`src/rtl/amo_pkg.sv`:
```
package amo_pkg;
  typedef enum logic [2:0] {
    ST_IDLE, ST_LOCK, ST_READ, ST_MODIFY, ST_WRITE, ST_RESPOND
  } amo_state_e;

  typedef enum logic [2:0] {
    OP_ADD, OP_OR, OP_AND, OP_XOR, OP_XCHG, OP_CMPXCHG
  } amo_op_e;

  typedef struct packed {
    logic    legal;
    amo_op_e op;
    logic    ret_src;
    logic    ret_r0;
  } amo_dec_t;

  localparam logic [1:0] SZ_WORD  = 2'd0;
  localparam logic [1:0] SZ_DWORD = 2'd3;
endpackage

```
`src/rtl/amo_decode.sv`:
```
module amo_decode
  import amo_pkg::*;
#(
  parameter int IMM_W = 32
) (
  input  logic [IMM_W-1:0] imm_i,
  output amo_dec_t         dec_o
);
  logic hi_zero;
  assign hi_zero = (imm_i[IMM_W-1:8] == '0);

  always_comb begin
    dec_o = '{legal: 1'b1, op: OP_ADD, ret_src: imm_i[0], ret_r0: 1'b0};
    unique case (imm_i[7:0])
      8'h00, 8'h01: dec_o.op = OP_ADD;
      8'h40, 8'h41: dec_o.op = OP_OR;
      8'h50, 8'h51: dec_o.op = OP_AND;
      8'ha0, 8'ha1: dec_o.op = OP_XOR;
      8'he1:        dec_o.op = OP_XCHG;
      8'hf1: begin
        dec_o.op      = OP_CMPXCHG;
        dec_o.ret_src = 1'b0;
        dec_o.ret_r0  = 1'b1;
      end
      default:      dec_o.legal = 1'b0;
    endcase
    if (!hi_zero) dec_o.legal = 1'b0;
  end
endmodule

```
`src/rtl/amo_alu.sv`:
```
module amo_alu
  import amo_pkg::*;
#(
  parameter int XLEN = 64
) (
  input  amo_op_e         op_i,
  input  logic            dword_i,
  input  logic [XLEN-1:0] rdata_i,
  input  logic [XLEN-1:0] src_i,
  input  logic [XLEN-1:0] r0_i,
  output logic [XLEN-1:0] old_o,
  output logic [XLEN-1:0] new_o,
  output logic            wr_o
);
  localparam int HW = XLEN / 2;

  logic [XLEN-1:0] s_op, r_op, res;

  // narrow operands are zero-extended so upper halves never matter
  assign old_o = dword_i ? rdata_i : {{HW{1'b0}}, rdata_i[HW-1:0]};
  assign s_op  = dword_i ? src_i   : {{HW{1'b0}}, src_i[HW-1:0]};
  assign r_op  = dword_i ? r0_i    : {{HW{1'b0}}, r0_i[HW-1:0]};

  always_comb begin
    unique case (op_i)
      OP_ADD:  res = old_o + s_op;
      OP_OR:   res = old_o | s_op;
      OP_AND:  res = old_o & s_op;
      OP_XOR:  res = old_o ^ s_op;
      default: res = s_op;
    endcase
  end

  assign new_o = dword_i ? res : {{HW{1'b0}}, res[HW-1:0]};
  assign wr_o  = (op_i != OP_CMPXCHG) || (old_o == r_op);
endmodule

```
`src/rtl/amo_unit.sv`:
```
module amo_unit
  import amo_pkg::*;
#(
  parameter int XLEN   = 64,
  parameter int ADDR_W = 64,
  parameter int OFF_W  = 16,
  parameter int IMM_W  = 32
) (
  input  logic              clk_i,
  input  logic              rst_ni,
  input  logic              req_valid_i,
  output logic              req_ready_o,
  input  logic [ADDR_W-1:0] req_base_i,
  input  logic [OFF_W-1:0]  req_offset_i,
  input  logic [1:0]        req_size_i,
  input  logic [IMM_W-1:0]  req_imm_i,
  input  logic [XLEN-1:0]   req_src_i,
  input  logic [XLEN-1:0]   req_r0_i,
  output logic              rsp_valid_o,
  output logic              rsp_err_o,
  output logic              rsp_src_we_o,
  output logic [XLEN-1:0]   rsp_src_o,
  output logic              rsp_r0_we_o,
  output logic [XLEN-1:0]   rsp_r0_o,
  output logic              mem_lock_o,
  output logic              mem_req_o,
  output logic              mem_we_o,
  output logic              mem_dword_o,
  output logic [ADDR_W-1:0] mem_addr_o,
  output logic [XLEN-1:0]   mem_wdata_o,
  input  logic [XLEN-1:0]   mem_rdata_i
);
  localparam int EXT_W = ADDR_W - OFF_W;

  amo_state_e        state_q;
  amo_dec_t          dec_d, dec_q;
  logic              err_q, dword_q, wr_q, alu_wr;
  logic [ADDR_W-1:0] base_q, addr_q;
  logic [OFF_W-1:0]  off_q;
  logic [XLEN-1:0]   src_q, r0_q, old_q, new_q, alu_old, alu_new;

  amo_decode #(.IMM_W(IMM_W)) u_dec (
    .imm_i (req_imm_i),
    .dec_o (dec_d)
  );

  amo_alu #(.XLEN(XLEN)) u_alu (
    .op_i    (dec_q.op),
    .dword_i (dword_q),
    .rdata_i (mem_rdata_i),
    .src_i   (src_q),
    .r0_i    (r0_q),
    .old_o   (alu_old),
    .new_o   (alu_new),
    .wr_o    (alu_wr)
  );

  always_ff @(posedge clk_i or negedge rst_ni) begin
    if (!rst_ni) begin
      state_q <= ST_IDLE;
      dec_q   <= '0;
      err_q   <= 1'b0;
      dword_q <= 1'b0;
      wr_q    <= 1'b0;
      base_q  <= '0;
      off_q   <= '0;
      addr_q  <= '0;
      src_q   <= '0;
      r0_q    <= '0;
      old_q   <= '0;
      new_q   <= '0;
    end else begin
      unique case (state_q)
        ST_IDLE: if (req_valid_i) begin
          dec_q   <= dec_d;
          dword_q <= (req_size_i == SZ_DWORD);
          err_q   <= !dec_d.legal ||
                     !(req_size_i == SZ_WORD || req_size_i == SZ_DWORD);
          base_q  <= req_base_i;
          off_q   <= req_offset_i;
          src_q   <= req_src_i;
          r0_q    <= req_r0_i;
          state_q <= (dec_d.legal &&
                      (req_size_i == SZ_WORD || req_size_i == SZ_DWORD))
                     ? ST_LOCK : ST_RESPOND;
        end
        ST_LOCK: begin
          // address add kept off the request path
          addr_q  <= base_q + {{EXT_W{off_q[OFF_W-1]}}, off_q};
          state_q <= ST_READ;
        end
        ST_READ:   state_q <= ST_MODIFY;
        ST_MODIFY: begin
          old_q   <= alu_old;
          new_q   <= alu_new;
          wr_q    <= alu_wr;
          state_q <= alu_wr ? ST_WRITE : ST_RESPOND;
        end
        ST_WRITE:   state_q <= ST_RESPOND;
        ST_RESPOND: state_q <= ST_IDLE;
        default:    state_q <= ST_IDLE;
      endcase
    end
  end

  assign req_ready_o  = (state_q == ST_IDLE);
  assign mem_lock_o   = !err_q && (state_q inside {ST_READ, ST_MODIFY, ST_WRITE, ST_RESPOND});
  assign mem_req_o    = (state_q == ST_READ) || (state_q == ST_WRITE && wr_q);
  assign mem_we_o     = (state_q == ST_WRITE);
  assign mem_dword_o  = dword_q;
  assign mem_addr_o   = addr_q;
  assign mem_wdata_o  = new_q;

  assign rsp_valid_o  = (state_q == ST_RESPOND);
  assign rsp_err_o    = rsp_valid_o && err_q;
  assign rsp_src_we_o = rsp_valid_o && !err_q && dec_q.ret_src;
  assign rsp_r0_we_o  = rsp_valid_o && !err_q && dec_q.ret_r0;
  assign rsp_src_o    = old_q;
  assign rsp_r0_o     = old_q;
endmodule

```
`config.mk`:
```
export PLATFORM = sky130hd
export DESIGN_NAME = amo_unit
export DESIGN_NICKNAME = d
export VERILOG_FILES = /design/src/rtl/amo_pkg.sv /design/src/rtl/amo_decode.sv /design/src/rtl/amo_alu.sv /design/src/rtl/amo_unit.sv
export SDC_FILE = /design/constraint.sdc
export NUM_CORES = 1
export LEC_CHECK = 0
export ABC_CLOCK_PERIOD_IN_PS = 5300
export BUFFER_PORTS_ARGS = -buffer_cell sky130_fd_sc_hd__buf_2
export CAP_MARGIN = 20
export CORE_MARGIN = 1.5
export CORE_UTILIZATION = 30
export DETAILED_ROUTE_END_ITERATION = 8
export GPL_TIMING_DRIVEN = 0
export PLACE_DENSITY = 0.5
export SYNTH_ARGS = -nofsm -noshare
export SYNTH_HDL_FRONTEND = slang
export SYNTH_SLANG_ARGS = --single-unit
```
`constraint.sdc`:
```
create_clock -name clk_i -period 5.3 [get_ports clk_i]
set_input_delay 0.265 -clock clk_i [delete_from_list [all_inputs] [get_ports clk_i]]
set_output_delay 0.265 -clock clk_i [all_outputs]
set_load 0.02 [all_outputs]
```
==> metrics.txt, run 1 <==
# TYPE chip_impl_metric gauge
chip_impl_info{name="cts_root_buf",value="sky130_fd_sc_hd__clkbuf_16"} 1
chip_impl_metric{name="fp.dieW",unit="µm"} 304
chip_impl_metric{name="switchingPower",unit="mW"} 10.8
chip_impl_metric{name="report.final.setup_viol",unit=""} 0
chip_impl_metric{name="powerDensity",unit="nW/µm²"} 612
chip_impl_metric{name="placed_cell_area",unit="µm²"} 31700
chip_impl_metric{name="first_global_vias",unit=""} 27800
chip_impl_metric{name="timing.final.max_slew_violations",unit=""} 0
chip_impl_metric{name="initial_core_util",unit="%"} 30.2
chip_impl_metric{name="post_synthesis_adder_cell_area_fraction",unit="%"} 7.79
chip_impl_info{name="clock_tree_from_tritoncts",value="built"} 1
chip_impl_metric{name="drt-pass1-iter-count",unit=""} 7
chip_impl_metric{name="drc_errors",unit=""} 0
chip_impl_metric{name="asr_flop_ratio_synth",unit="%"} 100
chip_impl_metric{name="ir_drop",unit="V"} 0.000328
chip_impl_metric{name="crit_required",unit="ns"} 5.82
chip_impl_info{name="synth.area.top_cells",value="sky130_fd_sc_hd__dfrtp_1 (38%), sky130_fd_sc_hd__nand2_1 (13%), sky130_fd_sc_hd__ha_1 (7.5%)"} 1
chip_impl_metric{name="synth_sequential_area_ratio",unit="%"} 37.8
chip_impl_metric{name="synthesized_netlist_cell_count",unit=""} 3400
chip_impl_metric{name="cts-htree-levels",unit=""} 2
chip_impl_metric{name="row_count",unit=""} 110
chip_impl_metric{name="leakagePower",unit="nW"} 17.7
chip_impl_metric{name="dr_total_vias",unit=""} 27800
chip_impl_info{name="status",value="completed"} 1
chip_impl_metric{name="highest_achievable_clock_rate",unit="MHz"} 197
chip_impl_metric{name="synth.net_count",unit=""} 3873
chip_impl_metric{name="power.share.switching",unit="%"} 49.4
chip_impl_metric{name="clkTransAtPathRegs",unit="ns"} 0.07
chip_impl_metric{name="synth_mux_area_share",unit="%"} 2.07
chip_impl_metric{name="clock_insertion_delay_worst_skew",unit="ns"} 0.64
chip_impl_metric{name="path_max_fanout",unit=""} 10
chip_impl_metric{name="port-buffer-count",unit=""} 558
chip_impl_metric{name="grt_remaining_overflow",unit=""} 0
chip_impl_metric{name="post_route_skew",unit="ns"} 0.0270
chip_impl_metric{name="synth.ff_latch_count",unit=""} 411
chip_impl_metric{name="final.min_clock_period",unit="ns"} 5.08
chip_impl_metric{name="crit_arrival",unit="ns"} 5.60
chip_impl_metric{name="final_hold_viol_count",unit=""} 0
chip_impl_info{name="rsz_0062_raised_after_global_routing",value="false"} 1
chip_impl_metric{name="cellInternalPower",unit="mW"} 11.1
chip_impl_metric{name="hpwl",unit="µm"} 94900
chip_impl_info{name="synth_largest_area_cell",value="sky130_fd_sc_hd__dfrtp_1"} 1
chip_impl_metric{name="design.portCount",unit=""} 574
chip_impl_metric{name="drt-initial-drc-count",unit=""} 1955
chip_impl_metric{name="count_of_flip_flops_with_a_built_in_enable_after_synthesis",unit=""} 0
chip_impl_metric{name="groute.usage.overall",unit="%"} 25.9
chip_impl_metric{name="layout.nets",unit=""} 4719
chip_impl_metric{name="drt-total-wl",unit="µm"} 123000
chip_impl_metric{name="maxSlewHeadroom",unit="%"} 19.2
chip_impl_metric{name="detail-route-antenna-nets",unit=""} 0
chip_impl_metric{name="numClockSinks",unit=""} 411
chip_impl_metric{name="antenna_violations_before_repair",unit=""} 9
chip_impl_info{name="cp-start-kind",value="flop"} 1
chip_impl_metric{name="routed_via_density",unit=""} 5.08
chip_impl_metric{name="wl_per_cell",unit="µm"} 22.5
chip_impl_metric{name="cts_buffer_depth",unit=""} 3
chip_impl_metric{name="die_area",unit="µm²"} 92400
chip_impl_metric{name="layout_area_overhead",unit="%"} 31.3
chip_impl_metric{name="combinationalPowerShare",unit="%"} 57.5
chip_impl_info{name="hold_path.class",value="in -> reg"} 1
chip_impl_metric{name="chipHeight",unit="µm"} 304
chip_impl_info{name="synth.cells.most_frequent",value="sky130_fd_sc_hd__nand2_1 (928), sky130_fd_sc_hd__dfrtp_1 (411), sky130_fd_sc_hd__o21ai_0 (319)"} 1
chip_impl_info{name="dominant_combinational_cell_family_by_area_after_synthesis",value="simple AND/OR/NAND/NOR gates"} 1
chip_impl_metric{name="seqPwrFrac",unit="%"} 25.8
chip_impl_metric{name="avgSynthCellArea",unit="µm²"} 7.99
chip_impl_metric{name="fraction_of_synthesized_cell_area_taken_by_the_top_area_cell_type",unit="%"} 37.8
chip_impl_info{name="critPathCaptureType",value="flop"} 1
chip_impl_metric{name="tightest_slew",unit="ns"} 1.21
chip_impl_metric{name="layout-drive-gt1-share",unit="%"} 18.2
chip_impl_metric{name="period_share",unit="%"} 95.9
chip_impl_metric{name="synth_area",unit="µm²"} 27200
chip_impl_metric{name="synth_warnings",unit=""} 0
chip_impl_metric{name="synth_xor_xnor_area_share",unit="%"} 5.93
chip_impl_metric{name="grt_start_max_net_pins",unit=""} 104
chip_impl_info{name="synth_most_common_cell",value="sky130_fd_sc_hd__nand2_1"} 1
chip_impl_metric{name="fin_worst_hold_slack",unit="ns"} 0.0200
chip_impl_metric{name="cts_buffers",unit=""} 52
chip_impl_metric{name="fin_total_pwr",unit="mW"} 21.9
chip_impl_metric{name="first_pass_grt_wire_length",unit="µm"} 180000
chip_impl_info{name="setup.worst_path.class",value="reg -> reg"} 1
chip_impl_metric{name="cts_setup_buffers",unit=""} 0
chip_impl_metric{name="synth_simple_gate_area_share",unit="%"} 19.8
chip_impl_metric{name="compound_cell_area_share_of_the_yosys_netlist",unit="%"} 19.7
chip_impl_metric{name="routability_congestion_estimate",unit=""} 0.933
chip_impl_metric{name="timing.max_cap.violations",unit=""} 0
chip_impl_metric{name="netlist-cell-type-count",unit=""} 84
chip_impl_metric{name="clock_power_share",unit="%"} 16.7
chip_impl_metric{name="postLayoutCellArea",unit="µm²"} 35700
chip_impl_info{name="synth_flop_cell",value="sky130_fd_sc_hd__dfrtp_1"} 1
chip_impl_metric{name="core",unit="µm²"} 89900
==> through the flow <==
| stage | cells | setup slack, ns | utilization, % | TNS, ns |
|---|---|---|---|---|
| 6_report | 5468 | 0.219 | 39.7 | 0 |
| 5_1_grt | 5465 | 0.0918 | 39.7 | 0 |
| 4_1_cts | 5464 | 0.0405 | 39.7 | 0 |
| 3_5_place_dp | 5143 | -1.64 | 35.2 | -36.85 |
| 3_3_place_gp | 5134 | -5.20 | 35.0 | -2145.41 |
| 2_1_floorplan | 3400 | 0.628 | - | 0 |
==> power by group through the flow <==
| stage | sequential, mW | clock [mW] | combinational (mW) |
|---|---|---|---|
| final | 5.63 | 3.65 | 12.6 |
| after CTS | 5.62 | 3.74 | 12.5 |
| after global routing | 5.80 | 3.85 | 13.8 |
| after global placement | 5.68 | 0 | 12.2 |
| after floorplan | 6.10 | 0 | 7.49 |
| after detailed placement | 5.66 | 0 | 12.3 |
==> final timing paths <==
check                      slack (ns)                       start  cells past startpoint                          end
max                              0.22     mem_dword_o$_DFFE_PN0P_                     18  mem_wdata_o[57]$_DFFE_PN0P_
min                              0.02             mem_rdata_i[15]                      3     rsp_r0_o[15]$_DFFE_PN0P_
max reg2reg                      0.22     mem_dword_o$_DFFE_PN0P_                     18  mem_wdata_o[57]$_DFFE_PN0P_
min reg2reg                      0.47  mem_wdata_o[2]$_DFFE_PN0P_                      2   mem_wdata_o[2]$_DFFE_PN0P_
max in group asynchronous        3.83                      rst_ni                      4        off_q[15]$_DFFE_PN0P_
min in group asynchronous        0.13                      rst_ni                      2  mem_wdata_o[27]$_DFFE_PN0P_
==> sequential cells by signal, summed over array words and instances, names as in the netlist <==
register,cells
src_q,64
base_q,64
state_q,3
wr_q,1
off_q,16
r0_q,64
err_q,1
dec_q,5
mem_wdata_o,64
rsp_r0_o,64
mem_addr_o,64
mem_dword_o,1
==> placed cells by master (no fill, tap or decap), types with 40 or more instances in the layout <==
cell,Yosys,routed
sky130_fd_sc_hd__nand2_1,928,927
sky130_fd_sc_hd__a21oi_1,190,190
sky130_fd_sc_hd__ha_1,162,162
sky130_fd_sc_hd__clkbuf_1,187,189
sky130_fd_sc_hd__o21ai_0,319,319
sky130_fd_sc_hd__mux2i_1,46,46
sky130_fd_sc_hd__nand3_1,52,52
sky130_fd_sc_hd__dfrtp_1,411,409
sky130_fd_sc_hd__dlygate4sd3_1,0,225
sky130_fd_sc_hd__buf_2,13,574
sky130_fd_sc_hd__inv_1,146,146
sky130_fd_sc_hd__a21o_1,62,62
sky130_fd_sc_hd__o221ai_1,40,40
sky130_fd_sc_hd__xnor2_1,89,89
sky130_fd_sc_hd__buf_4,66,67
sky130_fd_sc_hd__clkbuf_16,0,54
sky130_fd_sc_hd__xor2_1,95,95
sky130_fd_sc_hd__nor2_1,123,123
==> critical path, cell delays in order, from the launching register on <==
cell                       delay (ns)
sky130_fd_sc_hd__dfrtp_2         0.46
sky130_fd_sc_hd__clkbuf_4        0.26
sky130_fd_sc_hd__clkbuf_2        0.23
sky130_fd_sc_hd__buf_2           0.28
sky130_fd_sc_hd__clkbuf_4        0.28
sky130_fd_sc_hd__clkbuf_4        0.28
sky130_fd_sc_hd__buf_4           0.29
sky130_fd_sc_hd__nand2_1         0.16
sky130_fd_sc_hd__ha_1            0.29
sky130_fd_sc_hd__clkbuf_1        0.21
sky130_fd_sc_hd__a21boi_1        0.29
sky130_fd_sc_hd__o21a_1          0.18
sky130_fd_sc_hd__or3b_4          0.39
sky130_fd_sc_hd__o22ai_4         0.31
sky130_fd_sc_hd__o21bai_2        0.18
sky130_fd_sc_hd__a211o_1         0.31
sky130_fd_sc_hd__xnor2_1         0.20
sky130_fd_sc_hd__o21bai_1        0.10
sky130_fd_sc_hd__a32o_1          0.27
==> cell type report <==
cell class / instances / area, µm²
Inverter: 148 / 556
Buffer: 284 / 1350
Fill cell: 9388 / 54200
Antenna cell: 4 / 10.0
Multi-Input combinational cell: 2557 / 15000
Sequential cell: 411 / 10300
Timing Repair Buffer: 792 / 5260
Tap cell: 1176 / 1470
Clock inverter: 27 / 250
Clock buffer: 69 / 1470
==> layer usage <==
metal  vias up  wire length [µm]  global-route usage (%)
li1      13200                 -                       -
met1     13400             53000                    33.4
met2       951             57700                    43.6
met3       204              7600                    4.32
met4        10              4380                    8.86
met5         -                67                       0
==> logic make-up after synthesis <==
family                   Yosys count
flip-flops                       411
buffers and inverters            432
AO/OA/AOI/OAI                    864
adder cells (fa/ha/maj)          169
multiplexers                      54
XOR/XNOR                         184
AND/OR/NAND/NOR                 1286
==> what timing repair did <==
action                                  4_1_cts  5_1_grt
pin swaps                                     0        0
resized for setup                            15        7
hold buffers                                225        0
endpoints found under the setup margin       31       13
hold endpoints to repair                    351        0
Note: power is estimated with default switching activity, not from simulation.
==> run 2: changes to the inputs <==
PLACE_DENSITY = unset   (was 0.5)
==> run 2 against run 1 <==
Compared with the run above: combinational power is essentially flat; global-route usage is 0.24 points lower; sequential share of layout area grew 0.12 points; clock power shrank 1%; first-iteration DRC count rose by 28%.
==> metrics.txt, run 2 (synthesized netlist as in run 1, its figures left out) <==
# TYPE chip_impl_metric gauge
chip_impl_metric{name="timing.max_cap.violations",unit=""} 0
chip_impl_info{name="cts_root_buf",value="sky130_fd_sc_hd__clkbuf_16"} 1
chip_impl_metric{name="layout-drive-gt1-share",unit="%"} 18.2
chip_impl_metric{name="cts-htree-levels",unit=""} 2
chip_impl_metric{name="wl_per_cell",unit="µm"} 22.4
chip_impl_metric{name="port-buffer-count",unit=""} 558
chip_impl_metric{name="drt-pass1-iter-count",unit=""} 6
chip_impl_metric{name="post_route_skew",unit="ns"} 0.0475
chip_impl_metric{name="final.min_clock_period",unit="ns"} 5.15
chip_impl_metric{name="numClockSinks",unit=""} 411
chip_impl_metric{name="maxSlewHeadroom",unit="%"} 20.7
chip_impl_metric{name="finish.cell_count_without_fillers",unit=""} 5455
chip_impl_metric{name="powerDensity",unit="nW/µm²"} 610
chip_impl_metric{name="drt-initial-drc-count",unit=""} 2512
chip_impl_metric{name="initial_core_util",unit="%"} 30.2
chip_impl_metric{name="layout.nets",unit=""} 4710
chip_impl_metric{name="design.portCount",unit=""} 574
chip_impl_metric{name="cts_buffer_depth",unit=""} 3
chip_impl_metric{name="chipHeight",unit="µm"} 304
chip_impl_metric{name="drt-total-wl",unit="µm"} 122000
chip_impl_info{name="status",value="completed"} 1
chip_impl_metric{name="grt_start_max_net_pins",unit=""} 113
chip_impl_metric{name="final_critical_path_setup_slack",unit="ns"} 0.146
chip_impl_metric{name="setup_total_negative_slack",unit="ns"} 0
chip_impl_metric{name="fp.dieW",unit="µm"} 304
chip_impl_info{name="mostFrequentLayoutCell",value="sky130_fd_sc_hd__nand2_1"} 1
chip_impl_metric{name="routability_congestion_estimate",unit=""} 0.959
chip_impl_metric{name="fin_total_pwr",unit="mW"} 21.7
chip_impl_info{name="critPathCaptureType",value="flop"} 1
chip_impl_metric{name="crit_required",unit="ns"} 5.76
chip_impl_metric{name="placed_cells",unit=""} 5141
chip_impl_metric{name="die_area",unit="µm²"} 92400
chip_impl_metric{name="placed_cell_area",unit="µm²"} 31600
chip_impl_metric{name="reg2reg_slack",unit="ns"} 0.15
chip_impl_info{name="mostFrequentLayoutCells",value="sky130_fd_sc_hd__nand2_1 (927), sky130_fd_sc_hd__buf_2 (572), sky130_fd_sc_hd__dfrtp_1 (410)"} 1
chip_impl_info{name="setup.worst_path.class",value="reg -> reg"} 1
chip_impl_metric{name="highest_achievable_clock_rate",unit="MHz"} 194
chip_impl_metric{name="ir_drop",unit="V"} 0.000333
chip_impl_metric{name="hpwl",unit="µm"} 93700
chip_impl_metric{name="routed_via_density",unit=""} 5.18
chip_impl_metric{name="dp_worst_setup_slack",unit="ns"} -1.46
chip_impl_metric{name="layout_area_overhead",unit="%"} 30.7
chip_impl_metric{name="path_max_fanout",unit=""} 10
chip_impl_metric{name="cts_buffers",unit=""} 50
chip_impl_metric{name="first_global_vias",unit=""} 27600
chip_impl_metric{name="postLayoutCellArea",unit="µm²"} 35500
chip_impl_metric{name="clkTransAtPathRegs",unit="ns"} 0.06
chip_impl_metric{name="dr_total_vias",unit=""} 28200
chip_impl_metric{name="tightest_slew",unit="ns"} 1.19
chip_impl_metric{name="groute.usage.overall",unit="%"} 25.6
chip_impl_metric{name="drc_errors",unit=""} 0
chip_impl_metric{name="antenna_violations_before_repair",unit=""} 11
chip_impl_metric{name="timing.final.max_slew_violations",unit=""} 0
chip_impl_info{name="clock_tree_from_tritoncts",value="built"} 1
chip_impl_metric{name="report.final.setup_viol",unit=""} 0
chip_impl_metric{name="clock_insertion_delay_worst_skew",unit="ns"} 0.63
chip_impl_metric{name="first_pass_grt_wire_length",unit="µm"} 179000
chip_impl_metric{name="crit_arrival",unit="ns"} 5.62
chip_impl_metric{name="final_hold_viol_count",unit=""} 0
chip_impl_metric{name="fillcell_total",unit=""} 9232
chip_impl_metric{name="core",unit="µm²"} 89900
chip_impl_info{name="cp-start-kind",value="flop"} 1
chip_impl_metric{name="leakagePower",unit="nW"} 17.7
chip_impl_info{name="rsz_0062_raised_after_global_routing",value="false"} 1
chip_impl_metric{name="period_share",unit="%"} 97.2
chip_impl_metric{name="row_count",unit=""} 110
chip_impl_metric{name="grt_remaining_overflow",unit=""} 0
chip_impl_info{name="hold_path.class",value="in -> reg"} 1
chip_impl_metric{name="detail-route-antenna-nets",unit=""} 0
-- run 2: per-layer routing --
| layer | GRT usage (%) | part of all wire (%) | vias to the layer above |
|---|---|---|---|
| met4 | 9.28 | 3.8 | 12 |
| met1 | 33.1 | 42 | 13500 |
| met5 | 0 | 0.074 | - |
| met3 | 4.52 | 7.3 | 214 |
| met2 | 42.8 | 47 | 1238 |
| li1 | - | - | 13200 |
-- run 2: power by group --
part	internal, mW	leakage [nW]	switching, mW
clock network	2.09	0.821	1.51
registers	4.55	5.18	1.06
logic	4.38	11.7	8.08
-- run 2: critical path, cell delays in order, from the launching register on --
cell,delay (ns)
sky130_fd_sc_hd__dfrtp_1,0.51
sky130_fd_sc_hd__clkbuf_4,0.30
sky130_fd_sc_hd__clkbuf_2,0.23
sky130_fd_sc_hd__clkbuf_2,0.30
sky130_fd_sc_hd__clkbuf_4,0.29
sky130_fd_sc_hd__clkbuf_4,0.29
sky130_fd_sc_hd__buf_4,0.28
sky130_fd_sc_hd__nand2_1,0.13
sky130_fd_sc_hd__ha_1,0.28
sky130_fd_sc_hd__clkbuf_1,0.21
sky130_fd_sc_hd__a21boi_1,0.27
sky130_fd_sc_hd__o21a_1,0.19
sky130_fd_sc_hd__or3b_4,0.40
sky130_fd_sc_hd__o22ai_4,0.33
sky130_fd_sc_hd__o21bai_2,0.17
sky130_fd_sc_hd__a31oi_1,0.35
sky130_fd_sc_hd__o21ai_1,0.14
sky130_fd_sc_hd__xnor2_1,0.16
sky130_fd_sc_hd__o221ai_1,0.14
-- run 2: per-stage QoR --
step	hold WS [ns]	utilization, %
3_3_place_gp	0.451	35.0
4_1_cts	0.0000149	39.5
6_report	0.0425	39.5
2_1_floorplan	-0.0306	-
3_5_place_dp	0.332	35.2
5_1_grt	0.0229	39.5
-- run 2: path summary, 6_finish.rpt --
path	endpoint	from	depth (start not counted)
setup reg to reg	mem_wdata_o[61]$_DFFE_PN0P_	mem_dword_o$_DFFE_PN0P_	18
hold / removal	rsp_r0_o[22]$_DFFE_PN0P_	mem_rdata_i[22]	3
max in group asynchronous	base_q[30]$_DFFE_PN0P_	rst_ni	4
setup / recovery	mem_wdata_o[61]$_DFFE_PN0P_	mem_dword_o$_DFFE_PN0P_	18
min in group asynchronous	mem_wdata_o[30]$_DFFE_PN0P_	rst_ni	2
hold reg to reg	mem_addr_o[38]$_DFFE_PN0P_	mem_addr_o[38]$_DFFE_PN0P_	2
-- run 2: timing repair --
action,CTS,global route
buffers inserted,0,0
cloned,0,0
pin swaps,0,0
gates resized for setup,11,9
hold endpoints to repair,310,0
endpoints found under the setup margin,31,13
hold buffers,220,0
-- run 2: final cells by class --
cell class,instances,area [µm²],area share [%]
diodes,3,7.51,0.0211
plain buffers,284,1360,3.82
clock buffers,67,1440,4.04
clock inverters,24,246,0.694
inverters,148,556,1.56
multi-input cells,2557,15000,42.3
flip-flops and latches,411,10300,28.9
well taps,1176,1470,4.14
repair buffers,785,5140,14.5
